$ cat src/rtl/wdt_keyed_pkg.sv
package wdt_keyed_pkg;
   localparam logic [7:0] KEY_ARM  = 8'h5A;
   localparam logic [7:0] KEY_FIRE = 8'hA5;

   typedef enum logic {
      PTR_IDLE  = 1'b0,
      PTR_ARMED = 1'b1
   } key_ptr_e;
endpackage

$ cat src/rtl/wdt_key_seq.sv
module wdt_key_seq
   import wdt_keyed_pkg::*;
(
   input  logic       clk,
   input  logic       rst_n,
   input  logic       wr_ctl,
   input  logic [7:0] wdata,
   input  logic       tick,
   output logic       ptr_o,
   output logic       busy_o,
   output logic       clr_o
);
   key_ptr_e ptr_q;
   logic     busy_q;
   logic     arm;

   assign arm   = wr_ctl && !busy_q && (ptr_q == PTR_IDLE)  && (wdata == KEY_ARM);
   assign clr_o = wr_ctl && !busy_q && (ptr_q == PTR_ARMED) && (wdata == KEY_FIRE);

   always_ff @(posedge clk or negedge rst_n) begin
      if (!rst_n) begin
         ptr_q  <= PTR_IDLE;
         busy_q <= 1'b0;
      end else begin
         if (clr_o)
            ptr_q <= PTR_IDLE;
         else if (arm)
            ptr_q <= PTR_ARMED;
         if (clr_o)
            busy_q <= 1'b1;
         else if (tick)
            busy_q <= 1'b0;
      end
   end

   assign ptr_o  = (ptr_q == PTR_ARMED);
   assign busy_o = busy_q;

   AST_PTR_ARMS: assert property (@(posedge clk) disable iff (!rst_n)
      (wr_ctl && !busy_o && !ptr_o && wdata == KEY_ARM) |=> ptr_o);
   AST_WINDOW_BLOCKS: assert property (@(posedge clk) disable iff (!rst_n)
      busy_o |=> $stable(ptr_o));
   AST_WRONG_KEY_HOLDS: assert property (@(posedge clk) disable iff (!rst_n)
      (wr_ctl && !busy_o && ptr_o && wdata != KEY_FIRE) |=> ptr_o);
endmodule

$ cat src/rtl/wdt_counter.sv
module wdt_counter #(
   parameter int BASE_EXP    = 7,
   parameter int STEP_EXP    = 2,
   parameter int NUM_PERIODS = 4,
   localparam int SEL_W = (NUM_PERIODS > 1) ? $clog2(NUM_PERIODS) : 1,
   localparam int CNT_W = BASE_EXP + STEP_EXP * (NUM_PERIODS - 1)
) (
   input  logic             clk,
   input  logic             rst_n,
   input  logic             clr,
   input  logic             run,
   input  logic             tick,
   input  logic [SEL_W-1:0] sel,
   output logic [CNT_W-1:0] cnt_o,
   output logic             ovf_o
);
   logic [CNT_W-1:0] term_arr [NUM_PERIODS];
   logic [CNT_W-1:0] cnt_q;
   logic [CNT_W-1:0] term;

   for (genvar i = 0; i < NUM_PERIODS; i++) begin : g_term
      localparam int E = BASE_EXP + STEP_EXP * i;
      assign term_arr[i] = CNT_W'((64'd1 << E) - 64'd1);
   end

   assign term  = term_arr[sel];
   assign ovf_o = !clr && run && tick && (cnt_q == term);

   always_ff @(posedge clk or negedge rst_n) begin
      if (!rst_n)
         cnt_q <= '0;
      else if (clr)
         cnt_q <= '0;
      else if (run && tick)
         cnt_q <= ovf_o ? '0 : cnt_q + 1'b1;
   end

   assign cnt_o = cnt_q;

   AST_NO_COUNT_IDLE: assert property (@(posedge clk) disable iff (!rst_n)
      (!clr && !(run && tick)) |=> $stable(cnt_o));
   AST_CNT_IN_PERIOD: assert property (@(posedge clk) disable iff (!rst_n)
      cnt_o <= term);
   AST_CLR_ZEROES: assert property (@(posedge clk) disable iff (!rst_n)
      clr |=> (cnt_o == '0));
endmodule

$ cat src/rtl/wdt_escalate.sv
module wdt_escalate (
   input  logic clk,
   input  logic rst_n,
   input  logic clr,
   input  logic ovf,
   output logic irq_o,
   output logic rst_req_o
);
   logic first_q;
   logic irq_q;
   logic rst_q;

   always_ff @(posedge clk or negedge rst_n) begin
      if (!rst_n) begin
         first_q <= 1'b0;
         irq_q   <= 1'b0;
         rst_q   <= 1'b0;
      end else begin
         irq_q <= 1'b0;
         if (clr)
            first_q <= 1'b0;
         else if (ovf) begin
            if (first_q)
               rst_q <= 1'b1;
            else begin
               first_q <= 1'b1;
               irq_q   <= 1'b1;
            end
         end
      end
   end

   assign irq_o     = irq_q;
   assign rst_req_o = rst_q;

   AST_IRQ_ONE_CYCLE: assert property (@(posedge clk) disable iff (!rst_n)
      irq_o |=> !irq_o);
   AST_RST_STICKY: assert property (@(posedge clk) disable iff (!rst_n)
      rst_req_o |=> rst_req_o);
   AST_NO_EARLY_RST: assert property (@(posedge clk) disable iff (!rst_n)
      $rose(rst_req_o) |-> !irq_o);
endmodule

$ cat src/rtl/wdt_keyed_top.sv
module wdt_keyed_top #(
   parameter int BASE_EXP    = 7,
   parameter int STEP_EXP    = 2,
   parameter int NUM_PERIODS = 4,
   localparam int SEL_W = (NUM_PERIODS > 1) ? $clog2(NUM_PERIODS) : 1,
   localparam int CNT_W = BASE_EXP + STEP_EXP * (NUM_PERIODS - 1)
) (
   input  logic             clk,
   input  logic             rst_n,
   input  logic             osc_ready,
   input  logic             slow_tick,
   input  logic             stop_mode,
   input  logic             wr_ctl,
   input  logic             wr_mode,
   input  logic [7:0]       wdata,
   output logic             key_ptr,
   output logic [SEL_W-1:0] period_sel,
   output logic [CNT_W-1:0] count,
   output logic             wdt_irq,
   output logic             wake_req,
   output logic             wdt_rst_req
);
   if (BASE_EXP < 1 || STEP_EXP < 1) begin : g_bad_exp
      $error("wdt_keyed_top: exponents must be positive");
   end
   if (NUM_PERIODS < 2 || NUM_PERIODS != (1 << SEL_W)) begin : g_bad_num
      $error("wdt_keyed_top: NUM_PERIODS must be a power of two of at least 2");
   end
   if (SEL_W > 8 || CNT_W > 63) begin : g_bad_width
      $error("wdt_keyed_top: selector or counter too wide");
   end

   logic             busy;
   logic             key_clr;
   logic             ovf;
   logic             run;
   logic [SEL_W-1:0] sel_q;

   always_ff @(posedge clk or negedge rst_n) begin
      if (!rst_n)
         sel_q <= '0;
      else if (wr_mode)
         sel_q <= wdata[SEL_W-1:0];
   end

   assign run = osc_ready && !stop_mode && !busy;

   wdt_key_seq u_keys (
      .clk    (clk),
      .rst_n  (rst_n),
      .wr_ctl (wr_ctl),
      .wdata  (wdata),
      .tick   (slow_tick),
      .ptr_o  (key_ptr),
      .busy_o (busy),
      .clr_o  (key_clr)
   );

   wdt_counter #(
      .BASE_EXP    (BASE_EXP),
      .STEP_EXP    (STEP_EXP),
      .NUM_PERIODS (NUM_PERIODS)
   ) u_cnt (
      .clk   (clk),
      .rst_n (rst_n),
      .clr   (key_clr || wr_mode),
      .run   (run),
      .tick  (slow_tick),
      .sel   (sel_q),
      .cnt_o (count),
      .ovf_o (ovf)
   );

   wdt_escalate u_esc (
      .clk       (clk),
      .rst_n     (rst_n),
      .clr       (key_clr),
      .ovf       (ovf),
      .irq_o     (wdt_irq),
      .rst_req_o (wdt_rst_req)
   );

   assign period_sel = sel_q;
   assign wake_req   = wdt_irq;

   AST_OSC_GATES: assert property (@(posedge clk) disable iff (!rst_n)
      (!osc_ready && !wr_mode && !wr_ctl) |=> $stable(count));
   AST_STOP_FREEZES: assert property (@(posedge clk) disable iff (!rst_n)
      (stop_mode && !wr_mode && !wr_ctl) |=> $stable(count));
   AST_MODE_RESTARTS: assert property (@(posedge clk) disable iff (!rst_n)
      wr_mode |=> (count == '0));
endmodule

$ cat config.mk
export PLATFORM = sky130hd
export DESIGN_NAME = wdt_keyed_top
export DESIGN_NICKNAME = d
export VERILOG_FILES = /design/src/rtl/wdt_keyed_pkg.sv /design/src/rtl/wdt_key_seq.sv /design/src/rtl/wdt_counter.sv /design/src/rtl/wdt_escalate.sv /design/src/rtl/wdt_keyed_top.sv
export SDC_FILE = /design/constraint.sdc
export NUM_CORES = 1
export LEC_CHECK = 0
export BUFFER_PORTS_ARGS = -buffer_cell sky130_fd_sc_hd__buf_2
export CORE_MARGIN = 2
export CORE_UTILIZATION = 50
export CTS_CLUSTER_SIZE = 24
export DETAILED_ROUTE_END_ITERATION = 10
export GPL_TIMING_DRIVEN = 0
export PLACE_DENSITY = 0.78
export SLEW_MARGIN = 40
export SYNTH_ARGS = -nofsm -noshare
export SYNTH_HDL_FRONTEND = slang
export SYNTH_HIERARCHICAL = 1
export SYNTH_SLANG_ARGS = --single-unit
export TNS_END_PERCENT = 10
$ cat constraint.sdc
create_clock -name clk -period 2.35 [get_ports clk]
set_clock_uncertainty 0.05 [all_clocks]
set_input_delay 0.235 -clock clk [delete_from_list [all_inputs] [get_ports clk]]
set_output_delay 0.235 -clock clk [all_outputs]
set_load 0.01 [all_outputs]
==> metrics.md <==
| Metric | Value |
|---|---|
| Yosys reg bits | 20 |
| Top cells by area, synth | sky130_fd_sc_hd__dfrtp_1, sky130_fd_sc_hd__nand3_1, sky130_fd_sc_hd__nand2_1, sky130_fd_sc_hd__or3_1, sky130_fd_sc_hd__nand4bb_4 |
| Power density over the cells | 447 nW/um2 |
| Crit path largest cell delay | 0.41 ns |
| Most frequent standard cell in the layout excluding fill and tap cells | sky130_fd_sc_hd__buf_2 |
| Crit path arrival time | 2.20 ns |
| Post-synthesis net count | 138 |
| Number of antenna violations at the first check in global routing | 0 |
| Number of enable-type register cells in the synthesized netlist | 0 |
| Detail Placement HPWL | 2.00 mm |
| Number of sinks on the clock net | 20 |
| Final clock period utilization by the worst path | 0.864 |
| Layout area overhead | 21.4% |
| Die Y-Extent | 52.0 um |
| Final setup viols | 0 |
| Cell with the largest stage delay on the worst path | sky130_fd_sc_hd__dfrtp_1 |
| Clock-pin slew reported for the worst setup and hold paths after clock tree synthesis | 0.11 ns |
| Average via count per standard cell | 5.75 |
| Master cell of the clock root buffer | sky130_fd_sc_hd__clkbuf_4 |
| Resized Gates After CTS | 0 |
| TritonCTS clock tree | done |
| WL final | 2.69 mm |
| Worst path top cell family by delay | simple AND/OR/NAND/NOR gates |
| Worst setup EP type | register |
| Post-synthesis area per instance | 9.45 um2 |
| Post-layout power | 0.625 mW |
| Fraction of synthesis flops using an asynchronous set or reset pin | 1.00 |
| # Max-Cap Violations | 0 |
| Non-filler cells, final | 188 |
| DRT Pass-1 Iters | 4 |
| Transition time at the pin with the least slew margin | 0.473 ns |
| Number of buffers between clock root and the deepest sink | 2 |
| Number of global-route vias before repair | 1044 |
| Final global-route overflow total | 0 |
| Count of buffers inserted at the top-level ports | 33 |
| Flop-to-flop setup slack | 0.32 ns |
| Number of antenna cells inserted | 0 |
| Final Slew Violations | 0 |
| Mapped cell area | 1150 um2 |
| Total Die Area | 2700 um2 |
| Cells traversed along the worst timing path | nand4bb_1 -> nor3_4 -> or2_2 -> nor2_2 -> nand2_1 -> o311ai_2 |
| Placed cell count | 183 |
| Number of placement rows | 17 |
| Filler cell count in the final layout | 200 |
| CORE AREA | 2190 um2 |
| Rel. slew slack | 0.685 |
| Post-placement setup slack | 0.363 ns |
| Path length in cells of the critical path | 6 |
| Reported leakage power | 0.664 nW |
| Setup slack after layout | 0.318 ns |
| Post-detailed-route DRC marker count | 0 |
| Most frequent cells in the layout | sky130_fd_sc_hd__buf_2, sky130_fd_sc_hd__dfrtp_1, sky130_fd_sc_hd__nand2_1, sky130_fd_sc_hd__nand3_1, sky130_fd_sc_hd__or3_1 |
| Largest driver fanout on the critical path | 10 |
| WP data required | 2.52 ns |
| Number of buffers created by CTS | 3 |
| Critical register-to-register path startpoint | u_keys/busy_o$_DFFE_PN0P_ |
| Post-synth cell types | 37 |
| Latest clock arrival within the worst-skew pair | 0.31 ns |
| Sequential-to-total area share from yosys stat | 0.434 |
| Synthesis warning total | 6 |
| Number of vias in the routed layout | 1081 |
| Max H-tree Level | 1 |
| Starting density of the core | 0.526 |
| Buffer count from post-CTS setup fixing | 0 |
| Total negative setup slack | 0 ns |
| Unrepaired setup endpoints after global routing | false |
| Endpoint of the worst-slack reg-to-reg timing path | u_cnt/cnt_o[9]$_DFFE_PN0P_ |
| Core occupancy in the finished layout | 0.638 |
| Critical path origin | u_keys/busy_o$_DFFE_PN0P_ |
| Depth of the worst register-to-register path | 6 |
| Horizontal extent of the die | 52.0 um |
| Worst Setup EP | u_cnt/cnt_o[9]$_DFFE_PN0P_ |
| Worst Path Buf+Inv | 0 |
| Nets | 177 |
| Fraction of layout instances using a drive strength above 1 | 0.325 |
| First-pass GRT wire length | 4.55 mm |
| Number of instances in the synthesized netlist | 122 |
| Classification of the worst setup path | reg2reg |
| Time the worst path needs with I/O delays and setup | 2.03 ns |
| Post-detailed-route wirelength per cell | 14.3 um |
| Maximum VDD drop | 0.338 mV |
| Post-DRT Antenna Nets | 0 |
| GRT Util Overall | 0.229 |
| Number of ports placed on the die boundary | 34 |
| Fmax achieved | 492 MHz |
| Detailed Route Iter0 Violations | 24 |
| Largest net degree at the start of global routing | 21 |
| Top cell type's share of synthesized area | 0.434 |
| Final estimated routing congestion in global placement | 0.857 |
| Worst Hold Class | in2reg |
| Crit path launch type | register |
| Cell type contributing the most total cell area after synthesis | sky130_fd_sc_hd__dfrtp_1 |
| Number of hold-slack violations in the final timing report | 0 |
| Result of the run | complete, no violations |
| Ys flop type | sky130_fd_sc_hd__dfrtp_1 |
cells by family after synthesis:
| family | Yosys count | share of synthesized area |
|---|---|---|
| flip-flops | 20 | 0.434 |
| AND/OR/NAND/NOR | 72 | 0.371 |
| buffers and inverters | 7 | 0.0326 |
| XOR/XNOR | 3 | 0.0228 |
| adder cells (fa/ha/maj) | 1 | 0.0109 |
| multiplexers | 2 | 0.0195 |
| AO/OA/AOI/OAI | 17 | 0.109 |
cells in the mapped netlist, types with 2 or more instances:
master and instances:
sky130_fd_sc_hd__dfrtp_1 20, sky130_fd_sc_hd__nand2_1 19, sky130_fd_sc_hd__nand3_1 17, sky130_fd_sc_hd__or3_1 10
sky130_fd_sc_hd__nor2_1 5, sky130_fd_sc_hd__inv_1 4, sky130_fd_sc_hd__nand4_1 4, sky130_fd_sc_hd__o21ai_1 4
sky130_fd_sc_hd__a21oi_1 3, sky130_fd_sc_hd__nand3b_1 3, sky130_fd_sc_hd__mux2_2 2, sky130_fd_sc_hd__nor3b_1 2
sky130_fd_sc_hd__nor4bb_1 2, sky130_fd_sc_hd__o21ai_0 2, sky130_fd_sc_hd__or2_2 2, sky130_fd_sc_hd__xnor2_1 2
cell type report:
type,instances,area (um2),share of cell area
buffer,3,22.5,0.0161
clock buffer,4,36.3,0.0259
inverter,4,15.0,0.0107
multi-input combinational,95,614,0.439
sequential,20,500,0.358
tap,28,35.0,0.0250
timing repair buffer,34,175,0.125
sequential cells by signal (all words and copies together) (netlist names):
signal           flops
u_cnt/cnt_o         13
period_sel           2
u_esc/first_q        1
u_esc/irq_o          1
u_esc/rst_req_o      1
u_keys/busy_o        1
u_keys/ptr_o         1
layer usage:
metal  routed length (um)  global-route usage  vias to the layer above
li1                     -                   -                      525
met1                 1190               0.276                      530
met2                 1370               0.405                       22
met3                   96              0.0517                        4
met4                   27              0.0658                        0
met5                    0                   0                        -
stage by stage:
stage               instance area (um2)  hold slack (ns)
CTS                                1400            0.133
global route                       1400            0.144
global placement                   1350            0.152
floorplan                          1150           -0.111
detailed placement                 1350            0.152
finish                             1400            0.142
worst min path at each step:
stage                                   to  cells past startpoint  startpoint  slack (ns)
2_1_floorplan    period_sel[0]$_DFFE_PN0P_                      0       rst_n       -0.11
3_3_place_gp   u_esc/rst_req_o$_DFFE_PN0P_                      1       rst_n        0.15
3_5_place_dp   u_esc/rst_req_o$_DFFE_PN0P_                      1       rst_n        0.15
4_1_cts          period_sel[0]$_DFFE_PN0P_                      2    wdata[0]        0.13
5_1_grt          period_sel[1]$_DFFE_PN0P_                      2    wdata[1]        0.14
6_report         period_sel[0]$_DFFE_PN0P_                      2    wdata[0]        0.14
repair_timing:
action                                  in CTS  in global routing
endpoints found under the setup margin       0                  0
hold endpoints to repair                    20                  0
hold buffers                                 1                  0
power breakdown:
| group | leakage (nW) | internal [mW] | total [mW] | switching [mW] |
|---|---|---|---|---|
| Combinational | 0.369 | 0.0308 | 0.0687 | 0.0379 |
| Clock | 0.0210 | 0.0947 | 0.198 | 0.103 |
| Sequential | 0.274 | 0.350 | 0.358 | 0.00808 |
Note: power is estimated with default switching activity, not from simulation.
